<file path="src/rtl/stat_pkg.sv">
package stat_pkg;
  localparam int unsigned REG_STAT = 0;
  localparam int unsigned REG_MASK = 1;

  typedef enum logic [1:0] {
    RD_STAT = 2'd0,
    RD_MASK = 2'd1,
    RD_NONE = 2'd2
  } rd_sel_e;
endpackage

</file>
<file path="src/rtl/stat_rst_sync.sv">
module stat_rst_sync #(
  parameter int STAGES = 2
) (
  input  logic clk,
  input  logic rst_n,
  output logic rst_ok_n
);
  logic [STAGES-1:0] sync_q;

  always_ff @(posedge clk or negedge rst_n) begin
    if (!rst_n) sync_q <= '0;
    else        sync_q <= {sync_q[STAGES-2:0], 1'b1};
  end

  assign rst_ok_n = sync_q[STAGES-1];
endmodule

</file>
<file path="src/rtl/stat_reg_decode.sv">
module stat_reg_decode
  import stat_pkg::*;
#(
  parameter int AW = 4
) (
  input  logic [AW-1:0] addr,
  input  logic          wr_en,
  output logic          stat_we,
  output logic          mask_we,
  output rd_sel_e       rd_sel
);
  localparam logic [AW-1:0] A_STAT = AW'(REG_STAT);
  localparam logic [AW-1:0] A_MASK = AW'(REG_MASK);

  logic hit_stat;
  logic hit_mask;

  always_comb begin
    hit_stat = (addr == A_STAT);
    hit_mask = (addr == A_MASK);
    stat_we  = wr_en & hit_stat;
    mask_we  = wr_en & hit_mask;
    if (hit_stat)      rd_sel = RD_STAT;
    else if (hit_mask) rd_sel = RD_MASK;
    else               rd_sel = RD_NONE;
  end
endmodule

</file>
<file path="src/rtl/stat_sticky_bank.sv">
module stat_sticky_bank #(
  parameter int N = 6
) (
  input  logic         clk,
  input  logic         rst_ok_n,
  input  logic [N-1:0] set_i,
  input  logic [N-1:0] clr_i,
  output logic [N-1:0] q
);
  for (genvar i = 0; i < N; i++) begin : g_bit
    logic nxt;
    logic en;

    always_comb begin
      en  = set_i[i] | clr_i[i];
      nxt = set_i[i] | (q[i] & ~clr_i[i]);
    end

    always_ff @(posedge clk or negedge rst_ok_n) begin
      if (!rst_ok_n) q[i] <= 1'b0;
      else if (en)   q[i] <= nxt;
    end
  end
endmodule

</file>
<file path="src/rtl/stat_mask_reg.sv">
module stat_mask_reg #(
  parameter int N = 8
) (
  input  logic         clk,
  input  logic         rst_ok_n,
  input  logic         we,
  input  logic [N-1:0] wd,
  output logic [N-1:0] q
);
  logic [N-1:0] nxt;

  always_comb nxt = wd;

  always_ff @(posedge clk or negedge rst_ok_n) begin
    if (!rst_ok_n) q <= '1;
    else if (we)   q <= nxt;
  end
endmodule

</file>
<file path="src/rtl/stat_irq_or.sv">
module stat_irq_or #(
  parameter int N = 8
) (
  input  logic [N-1:0] src,
  input  logic [N-1:0] en,
  output logic         irq
);
  logic [N-1:0] gated;

  always_comb begin
    gated = src & en;
    irq   = |gated;
  end
endmodule

</file>
<file path="src/rtl/stat_sticky_irq.sv">
module stat_sticky_irq
  import stat_pkg::*;
#(
  parameter int N_EVT = 6,
  parameter int N_FLG = 2,
  parameter int AW    = 4,
  parameter int DW    = 32
) (
  input  logic             clk,
  input  logic             rst_n,
  input  logic [AW-1:0]    addr,
  input  logic             wr_en,
  input  logic [DW-1:0]    wr_data,
  output logic [DW-1:0]    rd_data,
  input  logic [N_EVT-1:0] ev_pulse,
  input  logic [N_FLG-1:0] cond_lvl,
  output logic             irq_o
);
  localparam int NB = N_EVT + N_FLG;

  logic             rst_ok_n;
  logic             stat_we;
  logic             mask_we;
  rd_sel_e          rd_sel;
  logic [N_EVT-1:0] clr_vec;
  logic [N_EVT-1:0] sticky_q;
  logic [NB-1:0]    mask_q;
  logic [NB-1:0]    stat_word;

  stat_rst_sync #(.STAGES(2)) u_rst (
    .clk(clk), .rst_n(rst_n), .rst_ok_n(rst_ok_n)
  );

  stat_reg_decode #(.AW(AW)) u_dec (
    .addr(addr), .wr_en(wr_en), .stat_we(stat_we), .mask_we(mask_we), .rd_sel(rd_sel)
  );

  always_comb clr_vec = stat_we ? wr_data[N_EVT-1:0] : '0;

  stat_sticky_bank #(.N(N_EVT)) u_bank (
    .clk(clk), .rst_ok_n(rst_ok_n), .set_i(ev_pulse), .clr_i(clr_vec), .q(sticky_q)
  );

  stat_mask_reg #(.N(NB)) u_mask (
    .clk(clk), .rst_ok_n(rst_ok_n), .we(mask_we), .wd(wr_data[NB-1:0]), .q(mask_q)
  );

  always_comb stat_word = {cond_lvl, sticky_q};

  stat_irq_or #(.N(NB)) u_irq (
    .src(stat_word), .en(mask_q), .irq(irq_o)
  );

  always_comb begin
    rd_data = '0;
    case (rd_sel)
      RD_STAT: rd_data[NB-1:0] = stat_word;
      RD_MASK: rd_data[NB-1:0] = mask_q;
      default: rd_data = '0;
    endcase
  end
endmodule

</file>
<file path="config.mk">
export PLATFORM = sky130hd
export DESIGN_NAME = stat_sticky_irq
export DESIGN_NICKNAME = d
export VERILOG_FILES = /design/src/rtl/stat_pkg.sv /design/src/rtl/stat_rst_sync.sv /design/src/rtl/stat_reg_decode.sv /design/src/rtl/stat_sticky_bank.sv /design/src/rtl/stat_mask_reg.sv /design/src/rtl/stat_irq_or.sv /design/src/rtl/stat_sticky_irq.sv
export SDC_FILE = /design/constraint.sdc
export NUM_CORES = 1
export LEC_CHECK = 0
export ABC_AREA = 1
export BUFFER_PORTS_ARGS = -buffer_cell sky130_fd_sc_hd__buf_2
export CORE_ASPECT_RATIO = 1.75
export CORE_UTILIZATION = 28
export DETAILED_ROUTE_END_ITERATION = 7
export PLACE_DENSITY = 0.57
export SYNTH_ARGS = -nofsm -noshare
export SYNTH_HDL_FRONTEND = slang
export SYNTH_SLANG_ARGS = --single-unit
</file>
<file path="constraint.sdc">
create_clock -name clk -period 1.64 [get_ports clk]
set_input_delay 0.246 -clock clk [delete_from_list [all_inputs] [get_ports clk]]
set_output_delay 0.246 -clock clk [all_outputs]
set_load 0.05 [all_outputs]
</file>
==> Word level (Yosys, flattened, before mapping) <==
Cells that the tools add are included.
W data, S select, Z words.
{ "classes": {"n_shift": 0, "n_div": 0, "bitwise": 27, "add_sub_neg": 0, "mux": 4, "n_lt_le_gt_ge": 0, "mul": 0, "reduce_logical": 3, "n_eq_ne": 2} }
{ "op_table": {"columns": ["cell", "count"], "rows": [
  ["$pmux W8 S2", 1],
  ["$or A1 B1 Y1", 12],
  ["$and A1 B1 Y1", 8],
  ["$and A8 B8 Y8", 1],
  ["$reduce_or A8 Y1", 1],
  ["$mux W6", 1],
  ["$not A1 Y1", 6],
  ["$eq A4 B1 Y1 const B", 1],
  ["$logic_not A4 Y1", 1],
  ["$mux W2", 2],
  ["$eq A2 B1 Y1 const B", 1],
  ["$logic_not A2 Y1", 1]
]} }
{ "word_totals": {"mem_bits_ro": 0, "ramBits": 0, "latchBits": 0, "mem_count": 0, "ff_bits": 16, "in_bits": 47, "output_inout_bits": 33} }

==> Logic depth before layout (Yosys ltp) <==
{ "logic_depth": {"word_depth": 6, "depth_mapped": 6, "mapped_depth_nobuf": 5} }

==> Hierarchy <==
From an unflattened synthesis, not the netlist that was laid out.
{ "hier_totals": {"cells_unflattened": 157, "hier_area_um2": 1087.3} }
{ "modules_own_cells": {"columns": ["module", "area_each_um2", "n_inst", "seq_area_each_um2", "cells_per_inst"], "rows": [
  ["stat_sticky_irq", 360.3, 1, 0.0, 64],
  ["stat_mask_reg", 315.3, 1, 210.2, 34],
  ["stat_sticky_bank", 240.2, 1, 150.1, 30],
  ["stat_reg_decode", 61.3, 1, 0.0, 11],
  ["stat_irq_or", 56.3, 1, 0.0, 15],
  ["stat_rst_sync", 53.8, 1, 50.0, 3]
]} }

==> Least setup slack after synthesis <==
Ideal clock, no wire load.
{ "synth_timing": {"path_type": "reg-to-output", "startpoint": "reg u_mask.q[0]", "endpoint": "out rd_data[0]", "arrival_ns": 1.336, "path_slack_ns": 0.058, "stages_incl_launch_ff": 3, "required_ns": 1.394, "path_buffers": 0, "cell_sequence": "dfstp_2 inv_1 o22ai_1"} }
{ "synth_via": {"elab_chain_cells": 1} }
{ "synth_rtl": {"columns": ["element", "line", "text"], "rows": [
  ["from (decl)", "stat_mask_reg.sv:8", "output logic [N-1:0] q"],
  ["from (signal assigned)", "stat_mask_reg.sv:16", "else if (we) q <= nxt;"],
  ["$pmux W8 S2", "stat_sticky_irq.sv:56", "case (rd_sel)"],
  ["to (decl)", "stat_sticky_irq.sv:14", "output logic [DW-1:0] rd_data,"]
]} }
No other way between the ends.

==> Worst setup path in the final report <==
{ "layout_timing": {"startpoint": "reg u_mask.q[7]", "endpoint": "out irq_o"} }
{ "layout_via": {"elab_chain_cells": 2} }
{ "layout_rtl": {"columns": ["element", "line", "text"], "rows": [
  ["$and A8 B8 Y8", "stat_irq_or.sv:11", "gated = src & en;"],
  ["$reduce_or A8 Y1", "stat_irq_or.sv:12", "irq = |gated;"],
  ["to (decl)", "stat_sticky_irq.sv:17", "output logic irq_o"]
]} }
No other way between the ends.

==> impl_summary.log <==
INFO  metric syn_to_final_growth = 16.67%
INFO  metric dpl.hpwl = 1658 um
INFO  metric filler_cell_count = 438
INFO  metric finalCritPeriodShare = 0.9351
INFO  metric netlist_top_cells_count = nand2_1, buf_4, inv_1
INFO  metric worst_setup_sp = u_mask.q[7]
INFO  metric worstRegToRegCells = 2
INFO  metric gp_routability_congestion = 0.7419
INFO  metric synthTopCellsByArea = dfstp_2, dfrtp_1, buf_4, nand2_1, inv_1
INFO  metric grt_first_pass_wirelength = 3401 um
INFO  metric grt_pass1_vias = 795
INFO  metric grt_max_degree = 17
INFO  metric combined_buffer_and_inverter_count_along_the_critical_path = 2
INFO  metric synthesis.area = 1074 um^2
INFO  metric post-route-drc-count = 0
INFO  metric async_flop_share = 1.000
INFO  metric cp_num_cells = 5
INFO  metric outcome = completed
INFO  metric worst_r2r_startpoint = u_mask.q[3]
INFO  metric tritoncts = built
INFO  metric max_stage_delay = 530 ps
INFO  metric maxCapViolCount = 0
INFO  metric synth_edf_count = 0
INFO  metric timing.setup.tns = 0 ps
INFO  metric worstSetupEndpointType = primary output
INFO  metric finish.net_count = 219
INFO  metric skew = 2.649 ps
INFO  metric detailroute.via_count = 852
INFO  metric setup_viol_count_final = 0
INFO  metric initial_utilization = 0.2959
INFO  metric worst_slack = 106.5 ps
INFO  metric area.sequential = 410.4 um^2
INFO  metric timing.reg2reg.setup_slack = 900 ps
INFO  metric die-width = 48.81 um
INFO  metric num_cts_buffers = 3
INFO  metric hold-path-cell-count = 3
INFO  metric critical-path-top-delay-family = flip-flops
INFO  metric design.core.area = 3628 um^2
INFO  metric hold_violations = 0
INFO  metric clock_latency_of_the_later_clocked_register_in_the_worst_skew_pair = 250 ps
INFO  metric syn_area_per_cell = 7.952 um^2
INFO  metric synth_top_area_cell = dfstp_2
INFO  metric crit_path_arrival_time = 1290 ps
INFO  metric synth-warning-count = 0
INFO  metric ys_types = 17
INFO  metric placement.io_buffers = 31
INFO  metric clock_tree.buffer_depth = 2
INFO  metric die_h = 83.91 um
INFO  metric multiInputGateArea = 459.2 um^2
INFO  metric routed_wire_length_per_instance = 9.352 um
INFO  metric hold_path.startpoint = ev_pulse[3]
INFO  metric power_leakage = 0.0007096 uW
INFO  metric power_density_relative_to_cell_area = 924.0 nW/um^2
INFO  metric post_cts.repair.setup_buffers = 0
INFO  metric critical_path.cell_chain = inv_1 -> o21ai_0 -> nor2_1 -> nand2_1 -> buf_4
INFO  metric crit_path_max_fanout = 2
INFO  metric synth_top_area_frac = 0.1958
INFO  metric synth-seq-cells = 16
INFO  metric drtAntennaViolNets = 0
INFO  metric rsz0062_at_grt = no
INFO  metric ctsRootBufferMaster = clkbuf_8
INFO  metric postRouteWirelength = 2020 um
INFO  metric hold_class = in -> reg
INFO  metric clkSlewWorstSetupHoldPaths = 60 ps
INFO  metric critPathRequiredTime = 1390 ps
INFO  metric fp.dieArea = 4095 um^2
INFO  metric drive_gt1_frac = 0.3471
INFO  metric finalCoreUtilization = 0.3452
INFO  metric worstMarginPinSlew = 557.6 ps
INFO  metric ioPinCount = 80
INFO  metric ir_drop = 0.3301 mV
INFO  metric floorplan.rows = 29
INFO  metric global_route.usage.total = 0.1097
INFO  metric synth-main-ff-cell = dfstp_2
INFO  metric clock_tree.htree_level_count = 1
INFO  metric drt_first_pass_iters = 4
INFO  metric netlist_instances = 135
INFO  metric antenna_cells = 0
INFO  metric type_of_element_launching_the_critical_path = register
INFO  metric cts_sinks = 16
INFO  metric sequential_cell_area_fraction_in_the_yosys_report = 0.3823
INFO  metric initial_antenna_violation_count = 0
INFO  metric critical_path_class = reg -> out
INFO  metric final_period_minus_worst_setup_slack = 1534 ps
INFO  metric cell_with_the_largest_stage_delay_on_the_worst_path = dfstp_2
INFO  metric route.detailed.vias_per_inst = 3.944
INFO  metric timing.fmax = 0.6521 GHz
INFO  metric placement.setup.worst_slack = 263.6 ps
INFO  metric overflow = 0
INFO  metric final-max-slew-violation-count = 0
INFO  metric slew_headroom = 0.6283
INFO  metric synth_most_common_cell = nand2_1
INFO  metric drtIter0Drc = 25
==> final cells by class <==
cell class / instances / share of cell area
multi-input cells: 92 / 0.3666
flip-flops and latches: 16 / 0.3277
repair buffers: 36 / 0.1578
inverters: 23 / 0.06893
well taps: 46 / 0.04595
clock buffers: 3 / 0.03297
==> stage by stage <==
step	std cells	cell area (um^2)	hold WS (ps)	power [uW]
floorplan	158	1160	-49.59	841.6
global placement	212	1199	31.96	868.7
detailed placement	212	1199	34.98	875.0
CTS	216	1250	175.3	1173
global route	216	1252	188.8	1222
finish	216	1252	180.5	1157
==> timing repair <==
action / in CTS / in global routing
hold buffers: 1 / 0
hold endpoints to repair: 2 / 0
gates resized for setup: 0 / 2
setup endpoints to repair: 0 / 1
==> worst reg2reg max path, delay by kind of cell (launching register included) <==
kind             cells  cell delay [ps]
AND/OR/NAND/NOR      1               60
AO/OA/AOI/OAI        1               70
flip-flops           1              540
==> final timing paths <==
path | end
min | u_bank.q[3]
min reg2reg | u_bank.q[4]
max in group asynchronous | u_mask.q[5]
max | irq_o
min in group asynchronous | u_bank.q[4]
max reg2reg | u_mask.q[3]
==> logic make-up after synthesis <==
| kind of cell | count (synthesis) | synth area share |
|---|---|---|
| buffers and inverters | 50 | 0.2704 |
| other | 2 | 0.006996 |
| AOI/OAI and AO/OA | 16 | 0.1072 |
| DFF | 16 | 0.3823 |
| and+or+nand+nor | 51 | 0.2331 |
==> sequential cells by signal, summed over array words and instances, names as in the netlist <==
| register | cells |
|---|---|
| u_bank.q | 6 |
| u_mask.q | 8 |
| u_rst.sync_q | 2 |
==> layout by cell type, fill, tap and decap left out <==
master and instances:
o21ai_0 4, inv_1 23, nand4_1 6, dfstp_2 8, nand3_1 8, o22ai_1 4
buf_2 30, dlygate4sd3_1 1, nand3_4 1, buf_4 5, dfrtp_1 8, nor2_1 3
nand2_2 2, conb_1 25, nor2_4 2, clkbuf_8 3, o21ai_2 8, nand2_1 29
==> power breakdown <==
group | internal (uW) | leakage, uW | switching (uW)
Combinational | 95.9 | 0.000528 | 270
Sequential | 469 | 0.000160 | 34.2
Clock | 163 | 0.0000216 | 125
==> layer usage <==
layer	global-route usage	wire [um]	up-vias
li1	-	-	442
met1	0.1141	743	363
met2	0.2008	1096	43
met3	0.005464	123	4
met4	0.08021	55	0
met5	0	0	-
(Power assumes the default switching activity.)
